## src/rtl/i2cseq_pkg.sv

```systemverilog
package i2cseq_pkg;
    localparam int CB_EN  = 15;
    localparam int CB_BE  = 14;
    localparam int CB_MST = 10;
    localparam int CB_TRX = 9;
    localparam int CB_XA  = 8;
    localparam int CB_RPT = 2;
    localparam int CB_STP = 1;
    localparam int CB_STT = 0;
    localparam logic [15:0] CTRL_KEEP = 16'hCF87;

    typedef enum logic [1:0] {
        OP_START = 2'd0,
        OP_SEND  = 2'd1,
        OP_RECV  = 2'd2,
        OP_STOP  = 2'd3
    } bus_op_e;

    typedef enum logic [2:0] {
        S_IDLE,
        S_START,
        S_EVAL,
        S_SEND,
        S_RECV,
        S_STOP,
        S_HOLD
    } seq_st_e;
endpackage

```

## src/rtl/seq_byte_buf.sv

```systemverilog
module seq_byte_buf #(
    parameter int DEPTH = 4,
    parameter int DW    = 8,
    localparam int AW   = (DEPTH > 1) ? $clog2(DEPTH) : 1,
    localparam int LW   = $clog2(DEPTH + 1)
) (
    input  logic          clk,
    input  logic          rst_n,
    input  logic          flush,
    input  logic          wr_en,
    input  logic [DW-1:0] wr_data,
    input  logic          rd_en,
    output logic [DW-1:0] rd_data,
    output logic [LW-1:0] level
);
    typedef struct packed {
        logic [AW-1:0] wp;
        logic [AW-1:0] rp;
        logic [LW-1:0] lvl;
    } buf_t;

    buf_t b_q, b_d;
    logic [DW-1:0] mem [DEPTH];
    logic do_wr, do_rd;

    function automatic logic [AW-1:0] bump(input logic [AW-1:0] p);
        return (p == AW'(DEPTH - 1)) ? '0 : p + AW'(1);
    endfunction

    always_comb begin
        do_rd = rd_en && (b_q.lvl != '0);
        do_wr = wr_en && ((b_q.lvl != LW'(DEPTH)) || do_rd);
        b_d   = b_q;
        if (do_wr) b_d.wp = bump(b_q.wp);
        if (do_rd) b_d.rp = bump(b_q.rp);
        if (do_wr && !do_rd) b_d.lvl = b_q.lvl + LW'(1);
        if (do_rd && !do_wr) b_d.lvl = b_q.lvl - LW'(1);
        if (flush) b_d = '0;
    end

    always_ff @(posedge clk) begin
        if (!rst_n) b_q <= '0;
        else        b_q <= b_d;
    end

    always_ff @(posedge clk) begin
        if (do_wr && !flush) mem[b_q.wp] <= wr_data;
    end

    assign rd_data = mem[b_q.rp];
    assign level   = b_q.lvl;

    a_r11_no_overflow: assert property (@(posedge clk) disable iff (!rst_n)
        b_q.lvl <= LW'(DEPTH));
endmodule

```

## src/rtl/seq_ctrl.sv

```systemverilog
module seq_ctrl
    import i2cseq_pkg::*;
#(
    parameter int DEPTH  = 4,
    parameter int CNT_W  = 16,
    parameter int ADDR_W = 10,
    localparam int LW    = $clog2(DEPTH + 1)
) (
    input  logic              clk,
    input  logic              rst_n,
    input  logic              ctrl_we,
    input  logic [15:0]       ctrl_wdata,
    output logic [15:0]       ctrl_rd,
    input  logic              cnt_we,
    input  logic [CNT_W-1:0]  cnt_wdata,
    output logic [CNT_W-1:0]  cnt_rd,
    input  logic [ADDR_W-1:0] slv_addr,
    input  logic              clr_ardy,
    input  logic              clr_nack,
    input  logic              host_touch,
    input  logic [LW-1:0]     q_level,
    input  logic [7:0]        q_head,
    output logic              q_pop,
    output logic              q_push,
    output logic [7:0]        q_wdata,
    output logic              q_flush,
    output logic              st_nack,
    output logic              st_ardy,
    output logic              st_rrdy,
    output logic              st_xrdy,
    output logic              bus_busy,
    output logic              bus_req,
    output logic [1:0]        bus_op,
    output logic [ADDR_W-1:0] bus_addr,
    output logic              bus_rd,
    output logic [7:0]        bus_wbyte,
    input  logic              bus_done,
    input  logic              bus_ack,
    input  logic [7:0]        bus_rbyte
);
    typedef struct packed {
        seq_st_e           st;
        logic [15:0]       ctrl;
        logic [CNT_W-1:0]  cnt;
        logic [CNT_W-1:0]  cur;
        logic              busy;
        logic              nack;
        logic              ardy;
        logic              rrdy;
        logic              xrdy;
        logic              wake;
        logic [7:0]        wbyte;
        logic [ADDR_W-1:0] addr;
        logic              rd;
    } seq_t;

    seq_t r_q, r_d;

    logic can_write, start_ok, lvl_empty, lvl_full;
    logic rpt, trx, stp, cur_zero;

    always_comb begin
        can_write = (r_q.st == S_IDLE) || (r_q.st == S_HOLD);
        start_ok  = ctrl_wdata[CB_EN] && ctrl_wdata[CB_MST] && !ctrl_wdata[CB_XA];
        lvl_empty = (q_level == '0);
        lvl_full  = (q_level == LW'(DEPTH));
        rpt       = r_q.ctrl[CB_RPT];
        trx       = r_q.ctrl[CB_TRX];
        stp       = r_q.ctrl[CB_STP];
        cur_zero  = (r_q.cur == '0);
    end

    always_comb begin
        r_d     = r_q;
        q_pop   = 1'b0;
        q_push  = 1'b0;
        q_flush = 1'b0;
        q_wdata = bus_rbyte;

        if (cnt_we)   r_d.cnt  = cnt_wdata;
        if (clr_ardy) r_d.ardy = 1'b0;
        if (clr_nack) r_d.nack = 1'b0;
        r_d.wake = r_q.wake | host_touch;

        unique case (r_q.st)
            S_IDLE: ;
            S_HOLD: begin
                if (r_q.wake || host_touch) r_d.st = S_EVAL;
            end
            S_START: begin
                if (bus_done) begin
                    if (!bus_ack) begin
                        r_d.nack         = 1'b1;
                        r_d.ctrl[CB_STP] = 1'b0;
                        r_d.busy         = 1'b0;
                        r_d.st           = S_IDLE;
                    end else begin
                        r_d.busy = 1'b1;
                        r_d.cur  = r_q.cnt;
                        r_d.st   = S_EVAL;
                    end
                end
            end
            S_EVAL: begin
                if (rpt) begin
                    if (stp) begin
                        r_d.st = S_STOP;
                    end else if (trx) begin
                        if (!lvl_empty) begin
                            q_pop     = 1'b1;
                            r_d.wbyte = q_head;
                            r_d.st    = S_SEND;
                        end else begin
                            r_d.xrdy = 1'b1;
                            r_d.st   = S_HOLD;
                        end
                    end else begin
                        if (!lvl_full) begin
                            r_d.st = S_RECV;
                        end else begin
                            r_d.rrdy = 1'b1;
                            r_d.st   = S_HOLD;
                        end
                    end
                end else if (trx) begin
                    if (!cur_zero && !lvl_empty) begin
                        q_pop     = 1'b1;
                        r_d.wbyte = q_head;
                        r_d.st    = S_SEND;
                    end else begin
                        r_d.xrdy = !cur_zero;
                        r_d.st   = S_HOLD;
                        if (cur_zero) begin
                            r_d.ardy         = 1'b1;
                            r_d.ctrl[CB_MST] = 1'b0;
                            if (stp) r_d.st = S_STOP;
                        end
                    end
                end else begin
                    if (!cur_zero && !lvl_full) begin
                        r_d.st = S_RECV;
                    end else begin
                        r_d.rrdy = !lvl_empty;
                        r_d.st   = S_HOLD;
                        if (cur_zero) begin
                            if (stp) begin
                                r_d.st = S_STOP;
                            end else begin
                                r_d.ardy         = 1'b1;
                                r_d.ctrl[CB_MST] = 1'b0;
                            end
                        end
                    end
                end
            end
            S_SEND: begin
                if (bus_done) begin
                    if (!rpt) r_d.cur = r_q.cur - CNT_W'(1);
                    if (bus_ack) begin
                        r_d.st = S_EVAL;
                    end else begin
                        r_d.nack         = 1'b1;
                        r_d.ctrl[CB_STP] = 1'b0;
                        if (!rpt) r_d.xrdy = 1'b0;
                        r_d.st           = S_HOLD;
                    end
                end
            end
            S_RECV: begin
                if (bus_done) begin
                    q_push = 1'b1;
                    if (!rpt) r_d.cur = r_q.cur - CNT_W'(1);
                    r_d.st = S_EVAL;
                end
            end
            S_STOP: begin
                if (bus_done) begin
                    r_d.ctrl[CB_STP] = 1'b0;
                    r_d.cur          = r_q.cnt;
                    r_d.busy         = 1'b0;
                    if (trx) q_flush = 1'b1;
                    r_d.st           = S_IDLE;
                end
            end
            default: r_d.st = S_IDLE;
        endcase

        if (ctrl_we && can_write) begin
            r_d.ctrl = ctrl_wdata & CTRL_KEEP;
            if (start_ok && ctrl_wdata[CB_STT]) begin
                r_d.ctrl[CB_STT] = 1'b0;
                q_flush          = 1'b1;
                r_d.addr         = slv_addr;
                r_d.rd           = !ctrl_wdata[CB_TRX];
                r_d.st           = S_START;
            end
        end

        if ((r_q.st == S_EVAL) || (r_d.st == S_EVAL)) r_d.wake = host_touch;
    end

    always_ff @(posedge clk) begin
        if (!rst_n) begin
            r_q    <= '0;
            r_q.st <= S_IDLE;
        end else begin
            r_q <= r_d;
        end
    end

    always_comb begin
        bus_req = 1'b0;
        bus_op  = OP_START;
        unique case (r_q.st)
            S_START: begin bus_req = 1'b1; bus_op = OP_START; end
            S_SEND:  begin bus_req = 1'b1; bus_op = OP_SEND;  end
            S_RECV:  begin bus_req = 1'b1; bus_op = OP_RECV;  end
            S_STOP:  begin bus_req = 1'b1; bus_op = OP_STOP;  end
            default: ;
        endcase
    end

    assign ctrl_rd   = r_q.ctrl;
    assign cnt_rd    = r_q.cur;
    assign st_nack   = r_q.nack;
    assign st_ardy   = r_q.ardy;
    assign st_rrdy   = r_q.rrdy;
    assign st_xrdy   = r_q.xrdy;
    assign bus_busy  = r_q.busy;
    assign bus_addr  = r_q.addr;
    assign bus_rd    = r_q.rd;
    assign bus_wbyte = r_q.wbyte;

    a_r2_reject_start: assert property (@(posedge clk) disable iff (!rst_n)
        (can_write && ctrl_we && !start_ok) |=> (r_q.st != S_START));
    a_r4_start_nack: assert property (@(posedge clk) disable iff (!rst_n)
        (r_q.st == S_START && bus_done && !bus_ack) |=> (st_nack && !bus_busy && !ctrl_rd[CB_STP]));
    a_r5_start_load: assert property (@(posedge clk) disable iff (!rst_n)
        (r_q.st == S_START && bus_done && bus_ack) |=> (bus_busy && cnt_rd == $past(r_q.cnt)));
    a_r6_count_step: assert property (@(posedge clk) disable iff (!rst_n)
        (r_q.st == S_SEND && bus_done && !rpt) |=> (cnt_rd == $past(cnt_rd) - CNT_W'(1)));
    a_r7_stop_done: assert property (@(posedge clk) disable iff (!rst_n)
        (r_q.st == S_STOP && bus_done) |=> (!bus_busy && !ctrl_rd[CB_STP] && !bus_req));
    a_r11_rpt_count_kept: assert property (@(posedge clk) disable iff (!rst_n)
        (r_q.st == S_RECV && bus_done && rpt) |=> $stable(cnt_rd));
    a_r13_held_bus: assert property (@(posedge clk) disable iff (!rst_n)
        (bus_req && bus_op != OP_START) |-> bus_busy);
endmodule

```

## src/rtl/i2c_byte_seq.sv

```systemverilog
module i2c_byte_seq #(
    parameter int DEPTH  = 4,
    parameter int CNT_W  = 16,
    parameter int ADDR_W = 10,
    localparam int LW    = $clog2(DEPTH + 1)
) (
    input  logic              clk,
    input  logic              rst_n,
    input  logic              ctrl_we,
    input  logic [15:0]       ctrl_wdata,
    output logic [15:0]       ctrl_rd,
    input  logic              cnt_we,
    input  logic [CNT_W-1:0]  cnt_wdata,
    output logic [CNT_W-1:0]  cnt_rd,
    input  logic [ADDR_W-1:0] slv_addr,
    input  logic              host_push,
    input  logic [7:0]        host_byte,
    input  logic              host_pop,
    output logic [7:0]        rx_byte,
    output logic [LW-1:0]     buf_level,
    input  logic              clr_ardy,
    input  logic              clr_nack,
    output logic              st_nack,
    output logic              st_ardy,
    output logic              st_rrdy,
    output logic              st_xrdy,
    output logic              bus_busy,
    output logic              bus_req,
    output logic [1:0]        bus_op,
    output logic [ADDR_W-1:0] bus_addr,
    output logic              bus_rd,
    output logic [7:0]        bus_wbyte,
    input  logic              bus_done,
    input  logic              bus_ack,
    input  logic [7:0]        bus_rbyte
);
    logic       q_pop, q_push, q_flush, host_touch;
    logic [7:0] q_wdata, q_head;
    logic [LW-1:0] q_level;
    logic       wr_en, rd_en;
    logic [7:0] wr_data;

    always_comb begin
        wr_en      = q_push | host_push;
        wr_data    = q_push ? q_wdata : host_byte;
        rd_en      = q_pop | host_pop;
        host_touch = (host_push && !q_push && (q_level != LW'(DEPTH)))
                   | (host_pop && !q_pop && (q_level != '0));
    end

    seq_byte_buf #(.DEPTH(DEPTH), .DW(8)) u_buf (
        .clk     (clk),
        .rst_n   (rst_n),
        .flush   (q_flush),
        .wr_en   (wr_en),
        .wr_data (wr_data),
        .rd_en   (rd_en),
        .rd_data (q_head),
        .level   (q_level)
    );

    seq_ctrl #(.DEPTH(DEPTH), .CNT_W(CNT_W), .ADDR_W(ADDR_W)) u_ctrl (
        .clk        (clk),
        .rst_n      (rst_n),
        .ctrl_we    (ctrl_we),
        .ctrl_wdata (ctrl_wdata),
        .ctrl_rd    (ctrl_rd),
        .cnt_we     (cnt_we),
        .cnt_wdata  (cnt_wdata),
        .cnt_rd     (cnt_rd),
        .slv_addr   (slv_addr),
        .clr_ardy   (clr_ardy),
        .clr_nack   (clr_nack),
        .host_touch (host_touch),
        .q_level    (q_level),
        .q_head     (q_head),
        .q_pop      (q_pop),
        .q_push     (q_push),
        .q_wdata    (q_wdata),
        .q_flush    (q_flush),
        .st_nack    (st_nack),
        .st_ardy    (st_ardy),
        .st_rrdy    (st_rrdy),
        .st_xrdy    (st_xrdy),
        .bus_busy   (bus_busy),
        .bus_req    (bus_req),
        .bus_op     (bus_op),
        .bus_addr   (bus_addr),
        .bus_rd     (bus_rd),
        .bus_wbyte  (bus_wbyte),
        .bus_done   (bus_done),
        .bus_ack    (bus_ack),
        .bus_rbyte  (bus_rbyte)
    );

    assign rx_byte   = q_head;
    assign buf_level = q_level;
endmodule

```

## config.mk

```make
export PLATFORM = sky130hd
export DESIGN_NAME = i2c_byte_seq
export DESIGN_NICKNAME = d
export VERILOG_FILES = /design/src/rtl/i2cseq_pkg.sv /design/src/rtl/seq_byte_buf.sv /design/src/rtl/seq_ctrl.sv /design/src/rtl/i2c_byte_seq.sv
export SDC_FILE = /design/constraint.sdc
export NUM_CORES = 1
export LEC_CHECK = 0
export ABC_AREA = 1
export BUFFER_PORTS_ARGS = -buffer_cell sky130_fd_sc_hd__buf_2
export CORE_MARGIN = 2
export CORE_UTILIZATION = 40
export CTS_BUF_LIST = sky130_fd_sc_hd__clkbuf_2 sky130_fd_sc_hd__clkbuf_4 sky130_fd_sc_hd__clkbuf_8
export DETAILED_ROUTE_END_ITERATION = 10
export MAX_ROUTING_LAYER = met4
export PLACE_DENSITY = 0.7
export SLEW_MARGIN = 20
export SYNTH_ARGS = -nofsm -noshare
export SYNTH_HDL_FRONTEND = slang
export SYNTH_SLANG_ARGS = --single-unit
```

## constraint.sdc

```tcl
create_clock -name clk -period 5.49 [get_ports clk]
set_clock_uncertainty 0.2 [all_clocks]
set_input_delay 0.8235 -clock clk [delete_from_list [all_inputs] [get_ports clk]]
set_output_delay 0.8235 -clock clk [all_outputs]
set_load 0.02 [all_outputs]
```

==> results of run 1 <==
metrics by stage:
step | hold WS (ns) | setup WS (ns)
6_report | 0.268 | 2.39
5_1_grt | 0.288 | 2.22
4_1_cts | 0.269 | 2.35
3_5_place_dp | 0.252 | 2.17
3_3_place_gp | 0.250 | 2.22
2_1_floorplan | 0.228 | 2.84
worst min-delay path: stages, from the launching register on:
cell and delay (ns):
dfxtp_1 0.32, nand2_1 0.06, a21oi_1 0.05
cell families (layout without fill, tap and decap cells):
group | Yosys count | after routing
and+or+nand+nor | 249 | 249
AOI/OAI and AO/OA | 154 | 154
buffers and inverters | 143 | 209
DFF | 111 | 111
muxes | 8 | 8
adders and majority gates | 7 | 7
xor gates and xnor gates | 3 | 3
other | 1 | 6
registers in the layout, indices dropped and copies added, names as in the netlist, named ones only:
register	count
u_buf.mem	32
u_ctrl.r_q	20
u_ctrl.cnt_rd	16
u_ctrl.bus_addr	10
u_ctrl.ctrl_rd	10
u_ctrl.bus_wbyte	8
u_buf.b_q	4
u_buf.level	3
u_ctrl.bus_busy	1
u_ctrl.bus_rd	1
u_ctrl.st_ardy	1
u_ctrl.st_nack	1
u_ctrl.st_rrdy	1
u_ctrl.st_xrdy	1
placed cells by master (no fill, tap or decap), types with 4 or more instances in the layout:
cell type / synthesis / routed
a21oi_1: 56 / 56
a221oi_1: 7 / 7
buf_2: 4 / 125
clkbuf_8: 0 / 9
conb_1: 1 / 6
dfxtp_1: 79 / 79
edfxtp_1: 32 / 32
ha_1: 6 / 6
inv_1: 61 / 61
inv_2: 5 / 5
mux2_2: 8 / 8
nand2_1: 85 / 85
nand3_1: 31 / 31
nand3_2: 5 / 5
nand4_1: 6 / 6
nor2_1: 103 / 103
nor2_2: 4 / 4
nor3_1: 4 / 4
o21ai_0: 64 / 64
o22ai_1: 8 / 8
power breakdown:
part,internal (mW),switching [mW]
combinational,0.128,0.275
sequential,0.900,0.0401
clock,0.270,0.298
routing by layer:
layer / vias up / wire length (um)
li1: 2320 / -
met1: 2082 / 6270
met2: 193 / 5640
met3: 9 / 954
met4: 0 / 143
met5: - / 0
how the worst min path moves through the flow:
stage	cells past startpoint	from	end
floorplan	2	u_ctrl.r_q[43]	u_ctrl.r_q[43]
global placement	2	u_ctrl.r_q[43]	u_ctrl.r_q[43]
detailed placement	2	u_ctrl.ctrl_rd[15]	u_ctrl.ctrl_rd[15]
CTS	2	u_ctrl.ctrl_rd[0]	u_ctrl.ctrl_rd[0]
global route	2	u_ctrl.bus_wbyte[0]	u_ctrl.bus_wbyte[0]
finish	2	u_ctrl.bus_wbyte[0]	u_ctrl.bus_wbyte[0]
area by class of cell:
| class | count | area, um2 |
|---|---|---|
| clock inverters | 6 | 103 |
| flip-flops and latches | 111 | 2540 |
| inverters | 67 | 251 |
| fillers | 1363 | 7260 |
| well taps | 176 | 220 |
| repair buffers | 126 | 633 |
| multi-input cells | 427 | 2210 |
| clock buffers | 10 | 131 |
==> Implementation_results.wiki, run 1 <==
{| class="wikitable"
! Metric !! Value
|-
| Starting density of the core || 41.2%
|-
| Clock period minus final worst setup slack || 3.10 ns
|-
| Overall die area || 14700 um2
|-
| Leak || 2.76 nW
|-
| Number of input and output port buffers inserted || 125
|-
| Number of search-and-repair iterations in the first detailed-routing pass || 5
|-
| Kind of capture point of the worst setup path || primary output
|-
| Total number of placement rows || 42
|-
| Area share of the leading cell type in the synthesized netlist || 28.7%
|-
| Total clock buffers created by CTS || 9
|-
| First-pass GRT wire length || 20300 um
|-
| Worst setup path category || reg2out
|-
| Pin count of the biggest net entering global routing || 43
|-
| Outcome || finished, final reports clean
|-
| Post-synthesis sequential area ratio || 46.2%
|-
| Largest driver fanout on the critical path || 17
|-
| Cell area reported after detailed placement || 5860 um2
|-
| Unrepaired setup endpoints after global routing || no
|-
| Wire length after detailed routing || 13000 um
|-
| Basic-gate share of the synthesized area counting and, or, nand and nor cells || 19.9%
|-
| Layout cells sized above 1 || 24.1%
|-
| Final net count || 817
|-
| Crit start category || register
|-
| Met1 usage || 26.1%
|-
| Initial antenna violation count || 0
|-
| Required time worst endpoint || 4.47 ns
|-
| I/O pin count || 138
|-
| Post-synthesis register bit count || 111
|-
| Clock tree from TritonCTS || done
|-
| FF-to-FF path depth || 10
|-
| Library cell with the highest instance count after synthesis || nor2_1
|-
| Dominant combinational cell family by area after synthesis || simple AND/OR/NAND/NOR gates
|-
| Placed cells || 907
|-
| Clock Latency Late Sink || 0.39 ns
|-
| Iter 0 DRT Violations || 455
|-
| Clock root cell || clkbuf_8
|-
| Final max-slew violation count || 0
|-
| CTS H-tree lvls || 3
|-
| Share of the clock period used by the worst path after layout || 56.5%
|-
| Average cell area after synthesis || 8.14 um2
|-
| Maximum number of buffers from clock root to sink || 2
|-
| Slew Limit Headroom || 27.1%
|-
| Hold Violations, Final || 0
|-
| CP Buf/Inv Count || 2
|-
| CP Data Arrival Time || 2.08 ns
|-
| Clk sinks || 111
|-
| Cell area after layout || 6090 um2
|-
| R2r endpoint || u_buf.mem[0][6]
|-
| Compound-Gate Fraction of Synth Area || 16.0%
|-
| Series of cell instances along the critical path || inv_1, o21ai_0, o22ai_1, buf_2
|-
| CP peak stage delay || 0.67 ns
|-
| Cell count after synthesis || 676
|-
| Post-synth EDFFs || 32
|-
| Most used standard cells in the synthesized netlist || nor2_1, nand2_1, dfxtp_1, o21ai_0, inv_1
|-
| Via count of the first global-routing pass || 3999
|-
| Utilization after layout || 45.6%
|-
| Yosys warnings || 0
|-
| Post-route total power || 1.91 mW
|-
| Drt drc || 0
|-
| Setup repair bufs after CTS || 0
|-
| Stages on worst setup path || 4
|-
| Worst-path clk slew || 0.11 ns
|-
| HPWL Detailed || 9340 um
|-
| Destination of the critical timing path || rx_byte[4]
|-
| Dominant cell type by area after synthesis || dfxtp_1
|-
| Max-cap viol count || 0
|-
| # diodes || 0
|-
| Width of the chip || 121 um
|-
| Quantity of hold-fixing buffers added after cts || 0
|-
| Xor/xnor share of the synthesized area || 0.477%
|-
| Flop2flop setup slack || 2.54 ns
|-
| Unique masters post-synth || 48
|-
| Main area contributors after synthesis || dfxtp_1, edfxtp_1, buf_4
|-
| Global route total overflow || 0
|-
| Mux cell area share after synthesis || 1.64%
|-
| Async S/R FF share, synth || 0%
|-
| Standard cell with the maximum stage delay on the critical path || dfxtp_1
|-
| Primary flip-flop cell chosen by synthesis mapping || dfxtp_1
|-
| Syn Std Cell Area || 5500 um2
|-
| Classification of the worst-slack hold path || reg2reg
|-
| Peak supply drop || 0.222 mV
|-
| Worst reg2reg startpoint || u_ctrl.r_q[74]
|-
| Met3 layer usage reported by global route || 4.23%
|-
| ANT nets after route || 0
|-
| Power per standard cell area || 314 nW/um2
|-
| Core ar. || 13300 um2
|-
| Vertical die dimension || 121 um
|-
| Area growth from synthesis to layout || 10.6%
|-
| GR Util All Layers || 18.3%
|-
| Met2 Usage GRT || 25.8%
|-
| Non-filler cells in the finished layout || 923
|-
| Slew @ Worst Pin || 1.09 ns
|-
| Global placement routability congestion || 0.839
|-
| Setup tns final || 0 ns
|-
| WL/cell || 14.1 um
|-
| Setup violation total in the final timing report || 0
|-
| Total of cells resized after clock tree synthesis || 0
|-
| Cell class contributing the biggest share of worst-path delay || flip-flops
|-
| Total number of vias || 4604
|-
| Synthesized-area fraction occupied by adder cells || 1.73%
|-
| Number of vias per cell || 4.99
|-
| Most heavily used metal layer in global routing || met1
|-
| Achievable Freq || 323 MHz
|}
Note: power is estimated with default switching activity, not from simulation.
==> run 2, diff against run 1 <==
Settings changed: ABC_AREA 1 to 0.
Clock period 5.49 ns to 2.9 ns, I/O delays scaled along.
==> Implementation_results.wiki, run 2 <==
{| class="wikitable"
! Metric !! Value
|-
| Final hold slack || 0.0412 ns (-0.226 ns)
|-
| Outcome || finished, final reports clean
|-
| Setup WS post-layout || 0.109 ns (-2.28 ns)
|-
| I/O pin count || 138 (unchanged)
|-
| Clock period minus final worst setup slack || 2.79 ns
|-
| Maximum number of buffers from clock root to sink || 2 (unchanged)
|-
| Setup repair bufs after CTS || 0 (unchanged)
|-
| Crit start category || register
|-
| Final max-slew violation count || 0 (unchanged)
|-
| Final net count || 719 (-12%)
|-
| Int Pwr || 2.48 mW (+91%)
|-
| Total number of placement rows || 42 (unchanged)
|-
| Leak || 2.52 nW (-8.5%)
|-
| Main area contributors after synthesis || dfxtp_1, edfxtp_1, buf_4
|-
| Library cell with the highest instance count after synthesis || dfxtp_1
|-
| Slew @ Worst Pin || 1.03 ns (-0.0660 ns)
|-
| Number of search-and-repair iterations in the first detailed-routing pass || 5 (unchanged)
|-
| Clk sinks || 111 (unchanged)
|-
| Overall die area || 14500 um2 (-1.7%)
|-
| Hold Violations, Final || 0 (unchanged)
|-
| Most used standard cells in the synthesized netlist || dfxtp_1, nor2_1, nand2_1, buf_4, a21oi_1
|-
| Clock Latency Late Sink || 0.38 ns (about the same)
|-
| Highest routed metal layer || met4
|-
| Relative contribution of the clock network to total power || 30.1% (+0.4 points)
|-
| Average cell area after synthesis || 9.62 um2 (+18%)
|-
| CTS H-tree lvls || 3 (unchanged)
|-
| Unique masters post-synth || 56 (+17%)
|-
| Number of input and output port buffers inserted || 125 (unchanged)
|-
| Area share of the leading cell type in the synthesized netlist || 29.3% (+0.53 points)
|-
| Clock root cell || clkbuf_8
|-
| Power per standard cell area || 567 nW/um2 (+81%)
|-
| WL/cell || 15.6 um (+11%)
|-
| Metal1 wirelength || 5290 um (-16%)
|-
| Placed cells || 809 (-11%)
|-
| Non-filler cells in the finished layout || 826 (-11%)
|-
| Sequential share of power || 50.6% (+1.4 points)
|-
| Cell area reported after detailed placement || 5940 um2 (+1.4%)
|-
| Post-route total power || 3.52 mW (+84%)
|-
| Required time worst endpoint || 2.96 ns (-1.51 ns)
|-
| Drt drc || 0 (unchanged)
|-
| Layout cells sized above 1 || 30.2% (+6.1 points)
|-
| Worst-path clk slew || 0.10 ns (about the same)
|-
| Setup violation total in the final timing report || 0 (unchanged)
|-
| Unrepaired setup endpoints after global routing || yes
|-
| CP Data Arrival Time || 2.85 ns (+0.77 ns)
|-
| Async S/R FF share, synth || 0% (unchanged)
|-
| Primary flip-flop cell chosen by synthesis mapping || dfxtp_1
|-
| Post-synthesis register bit count || 111 (unchanged)
|-
| Total clock buffers created by CTS || 9 (unchanged)
|-
| Share of total power consumed by net switching || 29.4% (-2.7 points)
|-
| Utilization after layout || 46.8% (+1.2 points)
|-
| Achievable Freq || 358 MHz
|-
| Largest Register || u_buf.mem
|-
| Clock tree from TritonCTS || done
|-
| Classification of the worst-slack hold path || in2reg
|-
| CP peak stage delay || 0.40 ns (-0.27 ns)
|-
| Detail Route met3 WL || 905 um (-5.1%)
|-
| Worst setup path category || reg2reg
|-
| Commonest non-fill, non-tap cell in the layout || buf_2
|-
| Starting density of the core || 40.8% (-0.42 points)
|-
| Quantity of hold-fixing buffers added after cts || 0 (unchanged)
|-
| Slew Limit Headroom || 31.2% (+4.1 points)
|-
| Total number of vias || 4331 (-5.9%)
|-
| Commonest cells after routing, fill and taps aside || buf_2, dfxtp_1, nor2_1
|-
| Max-cap viol count || 0 (unchanged)
|-
| Switching component of the power || 1.03 mW (+69%)
|-
| Setup tns final || 0 ns (unchanged)
|-
| Dominant cell type by area after synthesis || dfxtp_1
|-
| GR Util All Layers || 18.2% (-0.041 points)
|-
| Yosys warnings || 0 (unchanged)
|-
| Global placement routability congestion || 0.893 (+6.3%)
|-
| Largest driver fanout on the critical path || 6 (-11)
|-
| Post-synth EDFFs || 32 (unchanged)
|-
| Peak supply drop || 0.329 mV (+48%)
|-
| Pin count of the biggest net entering global routing || 35 (-19%)
|-
| Global route total overflow || 0 (unchanged)
|-
| Post-synthesis sequential area ratio || 47.0% (+0.84 points)
|-
| Syn Std Cell Area || 5410 um2 (-1.8%)
|-
| Fill cell instance count of the final layout || 1284 (-5.8%)
|-
| Via count of the first global-routing pass || 4174 (+4.4%)
|-
| Vertical die dimension || 120 um (-0.87%)
|-
| Series of cell instances along the critical path || inv_1, ha_1, nor4b_2, nand4_1, a21oi_2, nor2_2, nand2_1, fa_1, nor3_1, o21a_1, o21ai_0, nor3b_1
|-
| Share of the clock period used by the worst path after layout || 96.2%
|-
| Initial antenna violation count || 1 (+1)
|-
| HPWL Detailed || 9570 um (+2.5%)
|-
| Area growth from synthesis to layout || 14.7%
|-
| Iter 0 DRT Violations || 396 (-13%)
|-
| Setup slack at placement || 0.0264 ns (-2.14 ns)
|-
| Wire length after detailed routing || 12900 um (-0.95%)
|-
| Cell area after layout || 6200 um2 (+1.8%)
|-
| Standard cell with the maximum stage delay on the critical path || fa_1
|-
| Max FFs per register || 32 (unchanged)
|-
| Width of the chip || 120 um (-0.87%)
|-
| Number of vias per cell || 5.24 (+5.1%)
|-
| Detail Route met2 WL || 6370 um (+13%)
|-
| ANT nets after route || 0 (unchanged)
|-
| Cell count after synthesis || 562 (-17%)
|-
| Combinational fraction of design power || 19.3% (-1.8 points)
|-
| Kind of capture point of the worst setup path || register
|-
| First-pass GRT wire length || 20300 um (about the same)
|-
| Core ar. || 13200 um2 (-0.79%)
|}
-- run 2: cell count changes after synthesis, sizes merged, moves of 7 or more --
cell | previous run | this run
a21oi | 58 | 40
buf | 62 | 55
clkbuf | 14 | 25
inv | 66 | 19
mux2i | 0 | 28
mux4 | 0 | 8
nand2 | 89 | 56
nand3 | 36 | 5
nor2 | 110 | 67
nor4 | 0 | 7
o21a | 1 | 14
o21ai | 68 | 23
o22ai | 8 | 0
-- run 2: path summary, 6_finish.rpt --
check        slack (ns)                from            endpoint  cells after the start
max                0.11    u_ctrl.cnt_rd[0]      u_buf.level[2]                     12
min                0.04       ctrl_wdata[9]       u_ctrl.bus_rd                      2
max reg2reg        0.11    u_ctrl.cnt_rd[0]      u_buf.level[2]                     12
min reg2reg        0.26  u_ctrl.bus_addr[5]  u_ctrl.bus_addr[5]                      2
-- run 2: kinds of logic (layout without fill, tap and decap cells) --
logic type	after synthesis	in the layout	share of synthesized area, %
AND/OR/NAND/NOR	178	178	15.8
XOR/XNOR	3	3	0.486
flip-flops	111	111	47.0
multiplexers	44	44	10.2
AO/OA/AOI/OAI	119	119	14.1
buffers and inverters	99	181	10.6
other	1	7	0.0694
adder cells (fa/ha/maj)	7	7	1.76
-- run 2: area by class of cell --
| type | instances | area, um2 | area share [%] |
|---|---|---|---|
| clock inverters | 6 | 104 | 1.67 |
| well taps | 176 | 220 | 3.55 |
| multi-input cells | 357 | 2330 | 37.6 |
| repair buffers | 146 | 796 | 12.8 |
| diodes | 1 | 2.50 | 0.0404 |
| inverters | 19 | 71.3 | 1.15 |
| flip-flops and latches | 111 | 2540 | 41.0 |
| clock buffers | 10 | 131 | 2.12 |
-- run 2: routing by layer --
layer	track usage, %	up-vias
met5	-	-
met4	7.78	0
met3	4.53	28
met2	30.1	186
met1	21.2	2015
li1	-	2102
-- run 2: worst max-delay path: cells and delay by family (launching register included) --
kind	cells	cell delay, ns
buffers and inverters	1	0.09
AO/OA/AOI/OAI	3	0.35
adder cells (fa/ha/maj)	2	0.65
flip-flops	1	0.36
AND/OR/NAND/NOR	6	1.03
-- run 2: timing repair --
item,CTS,global route
endpoints found under the setup margin,1,33
resized for setup,1,7
pin swaps,0,1
-- run 2: power by group through the flow --
stage / Sequential (mW) / Clock (mW) / Combinational, mW
floorplan: 1.77 / 0 / 0.536
global placement: 1.81 / 0 / 0.652
detailed placement: 1.82 / 0 / 0.673
CTS: 1.78 / 1.09 / 0.676
global route: 1.80 / 1.14 / 0.746
finish: 1.78 / 1.06 / 0.678
